## src/rtl/lwb_pkg.sv

```systemverilog
`timescale 1ns/1ps
// Shared widths, encodings and records for the load-writeback cracker.
// Assumes 16 architectural registers with the top one acting as PC.
package lwb_pkg;
    localparam int AREG_W   = 4;
    localparam int SREG_W   = AREG_W + 1;
    localparam int IMM_W    = 12;
    localparam int SHAMT_W  = 5;
    localparam int SHTYPE_W = 2;
    localparam int STEP_W   = 2;

    localparam logic [AREG_W-1:0] PC_REG      = '1;
    localparam logic [SREG_W-1:0] SCRATCH_REG = {1'b1, {AREG_W{1'b0}}};

    typedef enum logic [1:0] {
        OP_MOV  = 2'd0,
        OP_LOAD = 2'd1,
        OP_WB   = 2'd2
    } uop_op_e;

    typedef enum logic [1:0] {
        SEQ_PLAIN = 2'd0,
        SEQ_ALIAS = 2'd1,
        SEQ_PCDST = 2'd2
    } seq_kind_e;

    typedef struct packed {
        logic                dual;
        logic                reg_off;
        logic [AREG_W-1:0]   dst;
        logic [AREG_W-1:0]   dst2;
        logic [AREG_W-1:0]   base;
        logic [AREG_W-1:0]   idx;
        logic                add;
        logic [IMM_W-1:0]    imm;
        logic [SHAMT_W-1:0]  shamt;
        logic [SHTYPE_W-1:0] shtype;
        logic                it_upd;
    } ld_instr_t;

    typedef struct packed {
        uop_op_e             opc;
        logic [SREG_W-1:0]   dst;
        logic [SREG_W-1:0]   dst2;
        logic [SREG_W-1:0]   src_a;
        logic [SREG_W-1:0]   src_b;
        logic                dual;
        logic                reg_off;
        logic                add;
        logic [IMM_W-1:0]    imm;
        logic [SHAMT_W-1:0]  shamt;
        logic [SHTYPE_W-1:0] shtype;
        logic                last;
        logic                it_upd;
    } uop_t;
endpackage

```

## src/rtl/lwb_hazard_check.sv

```systemverilog
`timescale 1ns/1ps
// Classifies a parent load by register hazard into one of three sequences.
// Assumes the PC check applies to single-destination loads only and wins
// over the offset-alias check.
module lwb_hazard_check
    import lwb_pkg::*;
(
    input  logic              dual,
    input  logic              reg_off,
    input  logic [AREG_W-1:0] dst,
    input  logic [AREG_W-1:0] dst2,
    input  logic [AREG_W-1:0] idx,
    output seq_kind_e         kind
);
    logic pc_hit;
    logic alias_hit;

    // Detect the two hazards and pick the sequence, PC first.
    always_comb begin
        pc_hit    = !dual && (dst == PC_REG);
        alias_hit = reg_off && ((dst == idx) || (dual && (dst2 == idx)));
        if (pc_hit)
            kind = SEQ_PCDST;
        else if (alias_hit)
            kind = SEQ_ALIAS;
        else
            kind = SEQ_PLAIN;
    end
endmodule

```

## src/rtl/lwb_sequencer.sv

```systemverilog
`timescale 1ns/1ps
// Step counter for one cracked sequence. Accepts a parent only when idle,
// so one idle cycle separates sequences; advances on each output handshake.
module lwb_sequencer
    import lwb_pkg::*;
(
    input  logic              clk,
    input  logic              rst_n,
    input  logic              in_valid,
    output logic              in_ready,
    output logic              accept,
    input  seq_kind_e         kind_in,
    output seq_kind_e         kind_q,
    output logic [STEP_W-1:0] step,
    output logic              is_last,
    output logic              uop_valid,
    input  logic              uop_ready
);
    logic              busy;
    logic [STEP_W-1:0] final_step;

    // Index of the final step for the captured sequence kind.
    always_comb begin
        final_step = (kind_q == SEQ_PLAIN) ? STEP_W'(1) : STEP_W'(2);
        is_last    = (step == final_step);
        in_ready   = !busy;
        accept     = in_valid && !busy;
        uop_valid  = busy;
    end

    // Capture kind on accept, walk the steps, return idle after the last.
    always_ff @(posedge clk) begin
        if (!rst_n) begin
            busy   <= 1'b0;
            step   <= '0;
            kind_q <= SEQ_PLAIN;
        end else if (accept) begin
            busy   <= 1'b1;
            step   <= '0;
            kind_q <= kind_in;
        end else if (busy && uop_ready) begin
            if (is_last) begin
                busy <= 1'b0;
                step <= '0;
            end else begin
                step <= step + STEP_W'(1);
            end
        end
    end
endmodule

```

## src/rtl/lwb_uop_builder.sv

```systemverilog
`timescale 1ns/1ps
// Builds the micro-op for the current step from the held parent and kind.
// Fields not used by a micro-op's role are driven to zero.
module lwb_uop_builder
    import lwb_pkg::*;
(
    input  ld_instr_t         ins,
    input  seq_kind_e         kind,
    input  logic [STEP_W-1:0] step,
    input  logic              last,
    output uop_t              uop
);
    typedef enum logic [1:0] {
        ROLE_COPY,
        ROLE_LOAD,
        ROLE_WB,
        ROLE_PCMOV
    } role_e;

    role_e             role;
    logic [SREG_W-1:0] off_src;

    // Map (kind, step) to the role of the current micro-op.
    always_comb begin
        unique case (kind)
            SEQ_ALIAS: role = (step == '0) ? ROLE_COPY :
                              (step == STEP_W'(1)) ? ROLE_LOAD : ROLE_WB;
            SEQ_PCDST: role = (step == '0) ? ROLE_LOAD :
                              (step == STEP_W'(1)) ? ROLE_WB : ROLE_PCMOV;
            default:   role = (step == '0) ? ROLE_LOAD : ROLE_WB;
        endcase
    end

    // Fill the micro-op record for the chosen role.
    always_comb begin
        off_src = ins.reg_off ? {1'b0, ins.idx} : '0;
        uop     = '0;
        unique case (role)
            ROLE_COPY: begin
                uop.opc   = OP_MOV;
                uop.dst   = SCRATCH_REG;
                uop.src_b = {1'b0, ins.idx};
            end
            ROLE_LOAD: begin
                uop.opc     = OP_LOAD;
                uop.dst     = (kind == SEQ_PCDST) ? SCRATCH_REG : {1'b0, ins.dst};
                uop.dst2    = ins.dual ? {1'b0, ins.dst2} : '0;
                uop.dual    = ins.dual;
                uop.src_a   = {1'b0, ins.base};
                uop.src_b   = off_src;
                uop.reg_off = ins.reg_off;
                uop.add     = ins.add;
                uop.imm     = ins.imm;
                uop.shamt   = ins.shamt;
                uop.shtype  = ins.shtype;
            end
            ROLE_WB: begin
                uop.opc     = OP_WB;
                uop.dst     = {1'b0, ins.base};
                uop.src_a   = {1'b0, ins.base};
                uop.src_b   = (kind == SEQ_ALIAS) ? SCRATCH_REG : off_src;
                uop.reg_off = ins.reg_off;
                uop.add     = ins.add;
                uop.imm     = ins.imm;
                uop.shamt   = ins.shamt;
                uop.shtype  = ins.shtype;
            end
            default: begin
                uop.opc   = OP_MOV;
                uop.dst   = {1'b0, PC_REG};
                uop.src_b = SCRATCH_REG;
            end
        endcase
        uop.last   = last;
        uop.it_upd = ins.it_upd && last;
    end
endmodule

```

## src/rtl/ldwb_cracker.sv

```systemverilog
`timescale 1ns/1ps
// Top of the load-writeback cracker: holds the accepted parent load,
// classifies it, and emits its micro-ops one per handshake.
// Assumes the consumer obeys valid/ready; no input buffering is provided.
module ldwb_cracker
    import lwb_pkg::*;
(
    input  logic                clk,
    input  logic                rst_n,
    input  logic                in_valid,
    output logic                in_ready,
    input  logic                in_dual,
    input  logic                in_reg_off,
    input  logic [AREG_W-1:0]   in_dst,
    input  logic [AREG_W-1:0]   in_dst2,
    input  logic [AREG_W-1:0]   in_base,
    input  logic [AREG_W-1:0]   in_idx,
    input  logic                in_add,
    input  logic [IMM_W-1:0]    in_imm,
    input  logic [SHAMT_W-1:0]  in_shamt,
    input  logic [SHTYPE_W-1:0] in_shtype,
    input  logic                in_it_upd,
    output logic                uop_valid,
    input  logic                uop_ready,
    output logic [1:0]          uop_opc,
    output logic [SREG_W-1:0]   uop_dst,
    output logic [SREG_W-1:0]   uop_dst2,
    output logic [SREG_W-1:0]   uop_src_a,
    output logic [SREG_W-1:0]   uop_src_b,
    output logic                uop_dual,
    output logic                uop_reg_off,
    output logic                uop_add,
    output logic [IMM_W-1:0]    uop_imm,
    output logic [SHAMT_W-1:0]  uop_shamt,
    output logic [SHTYPE_W-1:0] uop_shtype,
    output logic                uop_last,
    output logic                uop_it_upd
);
    ld_instr_t         ins_d;
    ld_instr_t         ins_q;
    seq_kind_e         kind_d;
    seq_kind_e         kind_q;
    logic              accept;
    logic [STEP_W-1:0] step;
    logic              is_last;
    uop_t              uop;

    // Pack the parent fields into one record.
    always_comb begin
        ins_d = '{dual: in_dual, reg_off: in_reg_off, dst: in_dst,
                  dst2: in_dst2, base: in_base, idx: in_idx, add: in_add,
                  imm: in_imm, shamt: in_shamt, shtype: in_shtype,
                  it_upd: in_it_upd};
    end

    lwb_hazard_check u_hazard (
        .dual    (in_dual),
        .reg_off (in_reg_off),
        .dst     (in_dst),
        .dst2    (in_dst2),
        .idx     (in_idx),
        .kind    (kind_d)
    );

    lwb_sequencer u_seq (
        .clk       (clk),
        .rst_n     (rst_n),
        .in_valid  (in_valid),
        .in_ready  (in_ready),
        .accept    (accept),
        .kind_in   (kind_d),
        .kind_q    (kind_q),
        .step      (step),
        .is_last   (is_last),
        .uop_valid (uop_valid),
        .uop_ready (uop_ready)
    );

    // Hold the accepted parent for the life of its sequence.
    always_ff @(posedge clk) begin
        if (!rst_n)
            ins_q <= '0;
        else if (accept)
            ins_q <= ins_d;
    end

    lwb_uop_builder u_build (
        .ins  (ins_q),
        .kind (kind_q),
        .step (step),
        .last (is_last),
        .uop  (uop)
    );

    // Spread the micro-op record onto the output ports.
    always_comb begin
        uop_opc     = uop.opc;
        uop_dst     = uop.dst;
        uop_dst2    = uop.dst2;
        uop_src_a   = uop.src_a;
        uop_src_b   = uop.src_b;
        uop_dual    = uop.dual;
        uop_reg_off = uop.reg_off;
        uop_add     = uop.add;
        uop_imm     = uop.imm;
        uop_shamt   = uop.shamt;
        uop_shtype  = uop.shtype;
        uop_last    = uop.last;
        uop_it_upd  = uop.it_upd;
    end
endmodule

```

## config.mk

```make
export PLATFORM = sky130hd
export DESIGN_NAME = ldwb_cracker
export DESIGN_NICKNAME = d
export VERILOG_FILES = /design/src/rtl/lwb_pkg.sv /design/src/rtl/lwb_hazard_check.sv /design/src/rtl/lwb_sequencer.sv /design/src/rtl/lwb_uop_builder.sv /design/src/rtl/ldwb_cracker.sv
export SDC_FILE = /design/constraint.sdc
export NUM_CORES = 1
export LEC_CHECK = 0
export BUFFER_PORTS_ARGS = -buffer_cell sky130_fd_sc_hd__buf_2
export CORE_MARGIN = 2
export CORE_UTILIZATION = 35
export CTS_CLUSTER_SIZE = 16
export DETAILED_ROUTE_END_ITERATION = 10
export PLACE_DENSITY = 0.66
export SETUP_SLACK_MARGIN = 0.3
export SLEW_MARGIN = 20
export SYNTH_ARGS = -nofsm -noshare
export SYNTH_HDL_FRONTEND = slang
export SYNTH_HIERARCHICAL = 1
export SYNTH_SLANG_ARGS = --single-unit
```

## constraint.sdc

```tcl
create_clock -name clk -period 2.73 [get_ports clk]
set_clock_uncertainty 0.2 [all_clocks]
set_input_delay 0.546 -clock clk [delete_from_list [all_inputs] [get_ports clk]]
set_output_delay 0.546 -clock clk [all_outputs]
set_load 0.05 [all_outputs]
```

== Yosys cells after proc, flatten, opt, wreduce, memory -nomap -nowiden ==
Index checks and enable logic that the tools add are counted.
Word-level totals
  output and inout bits: 48
  logic and storage cells: 65
  register bits: 44
  input bits: 43
Operators by class
  reduce and logical (&&, ||, !) cells: 17
  mux-type cells: 23
  eq/ne operators: 9
  bitwise gates (word level): 1
  add/sub/neg operators: 1
Operator list (number)
  $mux 21: 1
  $pmux 7 s3: 1
  $mux 5: 3
  $pmux 5 s3: 1
  $mux 2: 7
  $mux 4: 3
  $eq 4x4->1: 2
  $eq 2x1->1 const B: 3
  $logic_and 1x1->1: 6
  $logic_not 2->1: 3
  $mux 1: 6
  $eq 2x2->1 const B: 2
  $eq 4x4->1 const B: 1
  $pmux 2 s2: 1
  $reduce_bool 2->1: 2
  $reduce_or 2->1: 2
  $add 2x1->2 const B: 1
  $eq 2x2->1: 1
  $logic_not 1->1: 2
  $reduce_and 2->1: 1
  $logic_or 1x1->1: 1
  $not 1->1: 1

== Longest topological paths before layout ==
  word-level depth: 7
  mapped depth: 9
  gate-level depth less buffers: 9

== Cells and area by module ==
Netlist, hierarchy kept.
By module, submodules not included
  ldwb_cracker: times used 1, seq. area each 780.7 um2, area each 1488.9 um2, cells an instance 126
  lwb_uop_builder: times used 1, seq. area each 0.0 um2, area each 506.7 um2, cells an instance 73
  lwb_sequencer: times used 1, seq. area each 100.1 um2, area each 239.0 um2, cells an instance 30
  lwb_hazard_check: times used 1, seq. area each 0.0 um2, area each 130.1 um2, cells an instance 15

== Worst setup path after synthesis ==
OpenSTA, ideal clock, no wires.
  path kind: reg2out
  from: reg u_seq.kind_q[0]
  to: out uop_src_b[0]
  data arrival time: 2.524 ns
  path slack: -0.540 ns
  required time: 1.984 ns
  stages on the path, launching flop included: 10
  buffers on the path: 0
  cell sequence: dfxtp_1 inv_1 ha_1 nand2b_1 nand3b_1 o311a_1 ha_1 nor2_2 a211oi_2 and2_1
On the way
  word-level cells in the longest chain between the ends: 4
  elaborated cells on any way between the ends: 8
  those cells by class: eq/ne (4); mux (3); reduce/logical (1)
Ends and longest elaborated chain
  start, declared: RTL line lwb_sequencer.sv:13  | output seq_kind_e kind_q,
  start signal, assigned: RTL line lwb_sequencer.sv:40  | kind_q <= kind_in;
  $eq 2x2->1 or $eq 2x1->1 (tied branches): RTL line lwb_uop_builder.sv:25, lwb_uop_builder.sv:61
  $pmux 2 s2: RTL line lwb_uop_builder.sv:25  | unique case (kind)
  $eq 2x2->1 (tied with other cells): RTL line lwb_uop_builder.sv:38  | unique case (role)
  $pmux 5 s3 *: RTL line lwb_uop_builder.sv:38
  end, declared: RTL line ldwb_cracker.sv:29  | output logic [SREG_W-1:0] uop_src_b,
Mark *: on every way between the ends. The rest lies on a longest branch, timed or not.

== Worst setup path in the final report ==
  from: reg u_seq.kind_q[0]
  to: out uop_src_b[3]
Same word-level chain as after synthesis.

==> reports/qor.yml <==
clock_network:
  cts_root_buf: "clkbuf_8"
  ctsHoldBuffers: 0
  clk_pin_slew_worst_paths_ns: 0.09
  cts_max_level: 2
  clk_latency_ns: 0.30
  cts_buffers: 5
  clockBufferDepth: 2
  cts_tree: "built"
  cts.sinks: 44
pwr:
  ir_worst_vdd_uv: 251
  p_leak_nw: 1.58
  p_int_w: 0.00110
  clkPwrFrac_pct: 24.0
  seq_power_share_pct: 42.0
  pwr-share-comb_pct: 34.0
  cellPowerDensity_nw_per_um2: 456
  netSwitchingPower_w: 0.000574
  p_sw_share_pct: 34.2
cells_and_area:
  fin_cells: 428
  antennaDiodeCount: 0
  syn2layout_area_growth_pct: 55.3
  final_net_count: 400
  layout_commonest_cell: "buf_2"
  layout_common_cells: "44 x buf_2, 43 x buf_4, 41 x dfxtp_1"
  multiInputGateArea_um2: 1680
  drive_gt1_share_pct: 52.1
  regArea_um2: 887
  fill_cells: 575
  utilization_pct: 56.9
placed_design:
  globalplace.congestion: 0.767
  hpwl_mm: 3.88
  dpl.cell_count: 412
  portBuffers: 88
detailed_routing:
  drcViolationCount: 0
  ant_nets: 0
  drt_pre_antenna_iters: 4
  vias_per_cell: 4.72
  wl_per_cell_um: 13.2
  num_vias: 2021
  drt_wl_total_mm: 5.66
  drtIter0Drc: 59
sta:
  period_needed_ns: 3.07
  worstMarginPinSlew_ns: 0.670
  min_period_over_period_pct: 112
  final.setup.worst_slack_ns: -0.339
  fmax_mhz: 326
  holdWs_ns: 0.264
  setup_viol: 41
  max_slew_margin_pct: 55.3
  hold_viol: 0
  rsz0062_at_grt: "true"
  slew_viol_final: 0
outcome:
  status: "complete, but fails checks"
  violations: "setup timing"
worst_hold_path:
  hold_class: "input pin to flop"
critical_path:
  crit_fanout: 4
  worstSetupPathType: "flop to output port"
  crit_path_start_kind: "flop"
  crit_buf_inv: 3
  crit_arrival_ns: 2.32
  slowest_delay_ns: 0.36
  crit_family: "adder cells"
  cp_slowest_cell: "dfxtp_4"
  crit_chain: "inv_2 -> ha_4 -> nand2b_1 -> nand3b_1 -> o311ai_4 -> ha_2 -> nand2b_1 -> a211oi_2 -> buf_4 -> and2_4 -> buf_8"
  cp_common_cell: "nand2b_1"
  critPathCaptureType: "output port"
  required_ns: 1.98
floorplanning:
  core_um2: 6460
  io_pins: 91
  start_util_pct: 36.6
  die_h_um: 86.2
  die_w_um: 86.2
  rows: 29
  dieArea_um2: 7430
global_route:
  grt_usage_pct: 15.4
  antenna_found_initial: 0
  grt_pass1_wl_mm: 9.25
  overflow: 0
  grt_pass1_vias: 1975
  grt_max_degree: 45
flow_run:
  cap_violations: 0
synthesis:
  yosysWarnings: 6
  yosys.cell_types.count: 39
  ys_seq_area_share_pct: 37.2
  avgSynthCellArea_um2: 9.69
  synthCells: 244
  synth_area_um2: 2360
  synth-seq-cells: 44
[path summary, 6_finish.rpt]
path	startpoint	end	slack (ns)	cells past startpoint
worst max-delay path	u_seq/kind_q[0]$_SDFFE_PN0P_	uop_src_b[3]	-0.34	11
worst max register to register	u_seq/kind_q[0]$_SDFFE_PN0P_	u_seq/uop_valid$_SDFFE_PN0P_	0.95	7
worst min register to register	ins_q[24]$_SDFFE_PN0P_	ins_q[24]$_SDFFE_PN0P_	0.32	2
worst min-delay path	uop_ready	u_seq/uop_valid$_SDFFE_PN0P_	0.26	2
[cell usage after synthesis, drive strengths merged]
master	instances	area share, %
nand3b	1	0.32
o21ai	5	1.1
or3b	1	0.37
clkbuf	3	0.48
a21o	1	0.37
nand3	1	0.21
nor3b	1	0.53
xnor2	1	0.37
buf	12	4.3
or4b	2	0.85
nor2	6	1.1
dfxtp	44	37
a21boi	3	0.95
and2	6	1.6
ha	7	3.7
nand2	8	1.3
mux2i	39	17
nor2b	65	17
nor3	2	0.42
a31oi	2	0.53
inv	6	0.95
o311a	1	0.42
and3	4	1.1
and4bb	1	0.53
a21oi	3	0.63
nand2b	4	1.1
o311ai	1	0.37
a211oi	1	0.53
nor4	1	0.53
xor2	7	2.6
a221o	4	1.7
conb	1	0.16
[layer usage]
layer / wire [µm] / track usage, %
met1: 2620 / 20.2
met2: 2650 / 25.4
met3: 336 / 3.43
met4: 59 / 4.69
met5: 0 / 0
[power by group through the flow]
stage,Clock [W],Sequential (W),Combinational [W]
floorplan,0,0.000714,0.000398
finish,0.000402,0.000704,0.000570
global route,0.000445,0.000709,0.000605
detailed placement,0,0.000716,0.000510
global placement,0,0.000716,0.000505
CTS,0.000427,0.000703,0.000552
[registers in the layout, indices dropped and copies added, names as in the netlist]
register,count
u_seq/step,2
u_seq/kind_q,2
ins_q,39
u_seq/uop_valid,1
[through the flow]
| stage | setup slack [ns] | total power [W] | cell area, µm² | TNS (ns) |
|---|---|---|---|---|
| after floorplan | 0.0519 | 0.00111 | 2650 | 0 |
| after global placement | -0.0599 | 0.00122 | 3200 | -0.271 |
| after detailed placement | -0.104 | 0.00123 | 3200 | -0.427 |
| after CTS | -0.347 | 0.00168 | 3560 | -10.63 |
| after global routing | -0.468 | 0.00176 | 3670 | -15.13 |
| final | -0.339 | 0.00168 | 3670 | -10.93 |
[area by class of cell]
| cell class | count | share of cell area [%] |
|---|---|---|
| clock buffers | 6 | 1.98 |
| clock inverters | 2 | 0.341 |
| inverters | 6 | 0.613 |
| multi-input cells | 180 | 45.6 |
| flip-flops and latches | 44 | 24.2 |
| well taps | 77 | 2.62 |
| repair buffers | 113 | 24.7 |
[kinds of logic after synthesis]
| logic type | share of synthesized area (%) |
|---|---|
| compound gates | 6.56 |
| xor+xnor | 2.96 |
| fa+ha+maj | 3.70 |
| buf+inv | 5.77 |
| flops | 37.2 |
| mux | 16.5 |
| other cells | 0.159 |
| simple gates | 27.1 |
[timing repair]
action                                 in CTS  in global routing
buffers inserted                            4                  4
endpoints found under the hold margin       0                  0
setup endpoints to repair                  44                 44
pin swaps                                   6                  3
gates resized for setup                    78                 21
(Power assumes the default switching activity.)
